### src/rtl/pte_judge_pkg.sv
package pte_judge_pkg;

  // Bit positions inside the leaf entry (little-endian numbering)
  localparam int BIT_EXEC     = 0;
  localparam int BIT_RW       = 1;
  localparam int BIT_RD       = 2;
  localparam int BIT_PRIVONLY = 3;
  localparam int BIT_ATTR_LO  = 4;
  localparam int BIT_ATTR_HI  = 5;
  localparam int BIT_CHG      = 7;
  localparam int BIT_REF      = 8;
  localparam int CTL_W        = BIT_REF + 1;

  typedef enum logic [1:0] {
    ATTR_NORMAL   = 2'b00,
    ATTR_RSVD     = 2'b01,
    ATTR_NONIDEM  = 2'b10,
    ATTR_TOLERANT = 2'b11
  } attr_e;

  typedef struct packed {
    logic  exec;
    logic  rw;
    logic  rd;
    logic  priv_only;
    attr_e attr;
    logic  chg;
    logic  refd;
  } pte_fields_t;

  typedef struct packed {
    logic priv;
    logic store;
    logic fetch;
  } access_t;

  typedef struct packed {
    logic ok;
    logic perm_fault;
    logic rc_fault;
  } verdict_t;

endpackage

### src/rtl/pte_field_split.sv
module pte_field_split
  import pte_judge_pkg::*;
#(
  parameter int W = CTL_W
) (
  input  logic [W-1:0] ctl_bits,
  output pte_fields_t  fields,
  output logic         cache_inhibit
);
  always_comb begin
    fields.exec      = ctl_bits[BIT_EXEC];
    fields.rw        = ctl_bits[BIT_RW];
    fields.rd        = ctl_bits[BIT_RD];
    fields.priv_only = ctl_bits[BIT_PRIVONLY];
    fields.attr      = attr_e'(ctl_bits[BIT_ATTR_HI:BIT_ATTR_LO]);
    fields.chg       = ctl_bits[BIT_CHG];
    fields.refd      = ctl_bits[BIT_REF];
  end

  // Both I/O encodings carry the inhibit bit
  always_comb begin
    unique case (fields.attr)
      ATTR_NONIDEM, ATTR_TOLERANT: cache_inhibit = 1'b1;
      default:                     cache_inhibit = 1'b0;
    endcase
  end
endmodule

### src/rtl/pte_perm_eval.sv
module pte_perm_eval
  import pte_judge_pkg::*;
(
  input  pte_fields_t fields,
  input  logic        cache_inhibit,
  input  access_t     acc,
  output logic        perm_ok
);
  logic gate_open;
  logic data_ok;
  logic fetch_ok;

  assign gate_open = acc.priv | ~fields.priv_only;
  assign data_ok   = fields.rw | (fields.rd & ~acc.store);
  assign fetch_ok  = fields.exec & ~cache_inhibit;
  assign perm_ok   = gate_open & (acc.fetch ? fetch_ok : data_ok);
endmodule

### src/rtl/pte_rc_eval.sv
module pte_rc_eval
  import pte_judge_pkg::*;
(
  input  pte_fields_t fields,
  input  access_t     acc,
  output logic        rc_ok
);
  assign rc_ok = fields.refd & (fields.chg | ~acc.store);
endmodule

### src/rtl/pte_access_judge.sv
module pte_access_judge
  import pte_judge_pkg::*;
(
  input  logic             clk,
  input  logic             rst,
  input  logic             chk_req,
  input  logic [CTL_W-1:0] pte_ctl_bits,
  input  logic             req_priv,
  input  logic             req_store,
  input  logic             req_fetch,
  output logic             res_valid,
  output logic             res_ok,
  output logic             res_perm_fault,
  output logic             res_rc_fault
);
  pte_fields_t fields;
  logic        cache_inhibit;
  access_t     acc;
  logic        perm_ok;
  logic        rc_ok;
  verdict_t    next_v;
  verdict_t    held_v;
  logic        valid_q;

  assign acc = '{priv: req_priv, store: req_store, fetch: req_fetch};

  pte_field_split #(.W(CTL_W)) u_split (
    .ctl_bits      (pte_ctl_bits),
    .fields        (fields),
    .cache_inhibit (cache_inhibit)
  );

  pte_perm_eval u_perm (
    .fields        (fields),
    .cache_inhibit (cache_inhibit),
    .acc           (acc),
    .perm_ok       (perm_ok)
  );

  pte_rc_eval u_rc (
    .fields (fields),
    .acc    (acc),
    .rc_ok  (rc_ok)
  );

  // Permission failure overrides reference/change failure
  always_comb begin
    next_v.ok         = perm_ok & rc_ok;
    next_v.perm_fault = ~perm_ok;
    next_v.rc_fault   = perm_ok & ~rc_ok;
  end

  always_ff @(posedge clk) begin
    if (rst) begin
      valid_q <= 1'b0;
      held_v  <= '0;
    end else begin
      valid_q <= chk_req;
      held_v  <= chk_req ? next_v : '0;
    end
  end

  assign res_valid      = valid_q;
  assign res_ok         = held_v.ok;
  assign res_perm_fault = held_v.perm_fault;
  assign res_rc_fault   = held_v.rc_fault;

  a_r2_pulse_follows: assert property (@(posedge clk) disable iff (rst)
    chk_req |=> res_valid);
  a_r2_no_spurious: assert property (@(posedge clk) disable iff (rst)
    res_valid |-> $past(chk_req));
  a_r3_one_verdict: assert property (@(posedge clk) disable iff (rst)
    res_valid |-> $countones({res_ok, res_perm_fault, res_rc_fault}) == 1);
  a_r2_idle_quiet: assert property (@(posedge clk) disable iff (rst)
    !res_valid |-> !(res_ok || res_perm_fault || res_rc_fault));
  a_r4_privonly_fault: assert property (@(posedge clk) disable iff (rst)
    (chk_req && !req_priv && pte_ctl_bits[BIT_PRIVONLY]) |=> res_perm_fault);
  a_r8_ci_fetch_denied: assert property (@(posedge clk) disable iff (rst)
    (chk_req && req_fetch && pte_ctl_bits[BIT_ATTR_HI]) |=> !res_ok);
  a_r9_ref_required: assert property (@(posedge clk) disable iff (rst)
    (chk_req && !pte_ctl_bits[BIT_REF]) |=> !res_ok);
  a_r10_perm_first: assert property (@(posedge clk) disable iff (rst)
    res_perm_fault |-> !res_rc_fault);
endmodule

### config.mk
export PLATFORM = sky130hd
export DESIGN_NAME = pte_access_judge
export DESIGN_NICKNAME = d
export VERILOG_FILES = /design/src/rtl/pte_judge_pkg.sv /design/src/rtl/pte_field_split.sv /design/src/rtl/pte_perm_eval.sv /design/src/rtl/pte_rc_eval.sv /design/src/rtl/pte_access_judge.sv
export SDC_FILE = /design/constraint.sdc
export NUM_CORES = 1
export LEC_CHECK = 0
export BUFFER_PORTS_ARGS = -buffer_cell sky130_fd_sc_hd__buf_4
export CORE_AREA = 10 10 47 49
export DETAILED_ROUTE_END_ITERATION = 12
export DIE_AREA = 0 0 57 59
export RECOVER_POWER = 25
export SYNTH_ARGS = -nofsm -noshare
export SYNTH_HDL_FRONTEND = slang
export SYNTH_SLANG_ARGS = --single-unit
### constraint.sdc
create_clock -name clk -period 0.8 [get_ports clk]
set_input_delay 0.2 -clock clk [delete_from_list [all_inputs] [get_ports clk]]
set_output_delay 0.2 -clock clk [all_outputs]
set_load 0.005 [all_outputs]
# After elaboration in Yosys (flattened, before gate mapping)
# Index checks and enable logic that the tools add are counted.
# classes
eq_ne	2
n_mux	2
bitwise	15
reduce_logical	2
# op_table
cell	n
AND 1 bit	6
NOT 1 bit	6
equality test 2 bit (second input constant)	2
OR reduction 2 bit	2
OR 1 bit	3
two-way mux 1 bit	2
# totals
ff_bits	4
out_inout_bits	4
wordCells	25

# Depth between registers and ports, before layout
# depth
ltp_word	8
depth_mapped	3
mapped_depth_nobuf	3

# Modules after synthesis
# Synthesis repeated with hierarchy kept, for this count alone.
# hier_totals
hier_cells	24
area_unflattened_um2	225.2
# by_module_without_submodules
mod	n_inst	cells_per_inst	area_per_inst_um2	seq_area_each_um2
pte_access_judge	1	8	120.1	80.1
pte_field_split	1	9	63.8	0.0
pte_perm_eval	1	5	30.0	0.0
pte_rc_eval	1	2	11.3	0.0

# Worst setup path before layout
# OpenSTA, ideal clock, no wires.
# synth_timing
path_kind	input to register
from	input port pte_ctl_bits[2]
to	register held_v (netlist bit res_ok)
setup_ps	130
arrival_time_ps	671
required_ps	670
path_slack_ps	-2
cell_stages	3
path_buffers	0
cell_sequence	nor2b_2 -> o311ai_2 -> nor4bb_2
# synth_between
elab_chain_cells	5
# synth_lines
item	line	source
from (decl)	pte_access_judge.sv:7	input logic [CTL_W-1:0] pte_ctl_bits,
AND 1 bit	pte_perm_eval.sv:14	assign data_ok = fields.rw | (fields.rd & ~acc.store);
OR 1 bit	pte_perm_eval.sv:14	
two-way mux 1 bit	pte_perm_eval.sv:16	assign perm_ok = gate_open & (acc.fetch ? fetch_ok : data_ok);
AND 1 bit	pte_perm_eval.sv:16	
AND 1 bit	pte_access_judge.sv:48	next_v.ok = perm_ok & rc_ok;
to (signal assigned)	pte_access_judge.sv:59	held_v <= chk_req ? next_v : '0;
to (decl)	pte_access_judge.sv:22	verdict_t held_v;
# No other way between the ends.
# A chain may end at the register's enable or synchronous reset.

# Worst setup path after layout
# layout_timing
from	register held_v (netlist bit res_perm_fault)
to	output port res_perm_fault
# layout_lines
item	line	source
to (decl)	pte_access_judge.sv:13	output logic res_perm_fault,
# No word-level cell between the ends.

==> summary.txt <==
CP cell instances = buf_6
Clock root cell = clkbuf_4
Drt total wl = 624 um
Buf/Inv on CP = 1
Pleak = 0.000180 uW
Post-CTS Setup Bufs = 0
Mapped Avg Cell Area = 12.1 um2
All-layer global routing usage = 4.67%
Layout Cells excl Fill = 51
Initial antenna violation count = 0
Per-cell routed wire length = 12.2 um
Setup_tns = -0.149 ns
Largest net degree at the start of global routing = 4
Overflow after GRT = 0
First-pass GRT wire length = 1080 um
Crit path max-delay family = flip-flops
Max-slew violations = 0
Cell area after synthesis = 181 um2
Clk sinks = 4
Peak supply drop = 0.401 mV
Sequential area share after synthesis = 44.1%
CP Capture Type = output pin
Synth Register Bits = 4
Placed cell areas = 352 um2
Critical path type = reg2out
Slowest stage delay, CP = 0.31 ns
Rows = 14
Buffers on Ports = 16
Clk pwr share = 41.6%
Combinational share of power = 21.4%
Crit path max fanout = 1
Synth top area cells = dfxtp_1 (44%), nor4bb_2 (9.0%), o311ai_2 (9.0%)
Post-layout nets = 52
Fraction of power consumed by sequential logic = 36.9%
CTS Buffer Depth = 2
Netlist cell types = 11
Psw = 119 uW
Slew @ Worst Pin = 0.298 ns
CTS tree = built
Worst Path Arrival = 0.64 ns
Cell-internal power = 459 uW
Placed cells = 48
Leading area contributor after synthesis = dfxtp_1
H-tree lvl count = 1
Boundary Pins = 19
Slew headroom = 80.1%
Starting DRT DRC Count = 7
CTS clk-pin slew, worst paths = 0.04 ns
Fin crit share = 105%
Core Area = 0.00140 mm2
Endpoints failing setup = 4
Die area = 0.00336 mm2
Sw frac = 20.6%
Hold Violations, Final = 0
RSZ-0062 raised after global routing = yes
Share of the synthesized area in the top cell type = 44.1%
FMAX = 1190 MHz
Router iterations before antenna repair = 3
Die Wd = 57 um
Via count = 192
Via-to-Cell Ratio = 3.76
Warnings from Yosys = 0
Hold buffers post-CTS = 0
Mapped Nets = 30
Hold WS = 0.157 ns
Final Instance Area = 393 um2
Routability cong. = 0.761
Crit path launch type = flop
Antenna cells = 0
Hold/Removal Path Class = in2reg
Max cap viols = 0
Min cycle time layout = 0.841 ns
Crit-path slowest cell = dfxtp_2
CTS Buf Count = 3
Outcome = finished with violations
Violated checks = setup timing
Die height = 59 um
Crit path required time = 0.60 ns
Area grow syn2layout = 117%
Setup WS post-layout = -0.0406 ns
Share of layout cells above drive strength 1 = 80.0%
Starting Density = 12.9%
Final Total Pwr = 579 uW
Mapped Cells = 15
Residual DRC = 0
Antenna viol nets, final = 0
Vias in the first global route = 224
Pwr dens = 1470 mW/mm2
-- kinds of logic (layout without fill, tap and decap cells) --
| logic type | count (synthesis) | count (layout) | share of synthesized area, % |
|---|---|---|---|
| and+or+nand+nor | 5 | 5 | 28.3 |
| DFF | 4 | 4 | 44.1 |
| buffers and inverters | 1 | 21 | 2.07 |
| AOI/OAI and AO/OA | 5 | 5 | 25.5 |
-- worst paths after layout --
| kind | startpoint | endpoint | slack [ns] | cells past startpoint |
|---|---|---|---|---|
| worst max-delay path | res_perm_fault | res_perm_fault | -0.04 | 1 |
| worst min-delay path | pte_ctl_bits[8] | res_rc_fault | 0.16 | 2 |
-- registers in the layout (all words and copies together) (netlist names) --
| signal | flops |
|---|---|
| res_perm_fault | 1 |
| res_rc_fault | 1 |
| res_valid | 1 |
| res_ok | 1 |
-- placed cells by master (no fill, tap or decap), drive strengths merged --
cell type,count
nor2b,2
nor4bb,1
dfxtp,4
nand2b,2
o311ai,1
buf,17
a211oi,1
o21a,1
clkbuf,3
o31ai,1
inv,1
a21boi,1
-- power by group through the flow --
stage | sequential (uW) | clock (uW) | combinational [uW]
final | 214 | 241 | 124
after global routing | 214 | 289 | 133
after CTS | 211 | 256 | 121
after detailed placement | 214 | 0 | 120
after global placement | 214 | 0 | 119
after floorplan | 215 | 0 | 41.9
-- layout make-up --
| type | count | area (um2) |
|---|---|---|
| clock buffers | 3 | 22.5 |
| inverters | 1 | 3.75 |
| well taps | 16 | 20.0 |
| multi-input cells | 10 | 120 |
| fillers | 157 | 1010 |
| flip-flops and latches | 4 | 83.8 |
| repair buffers | 17 | 143 |
-- routing by layer --
metal | routed length (um) | GRT usage [%]
met2 | 159 | 3.26
met4 | 0 | 4.03
met3 | 135 | 6.65
met1 | 330 | 5.23
met5 | 0 | 0
-- timing repair --
action                                  4_1_cts  5_1_grt
endpoints found under the setup margin        4        4
resized for setup                             0        7
gates cloned                                  0        0
-- stage by stage --
step	setup slack, ns	utilization (%)
final	-0.0406	28.0
after global routing	-0.0801	28.0
after CTS	-0.0571	26.7
after detailed placement	-0.139	25.1
after global placement	-0.134	25.1
after floorplan	0.00523	-
-- cells in the mapped netlist (all sizes together) --
library cell	instances
a211oi	1
o31ai	1
nor4bb	1
o311ai	1
a21boi	1
inv	1
nand2b	2
nor2b	2
dfxtp	4
o21a	1
No activity file was read; power rests on OpenSTA's default activity.
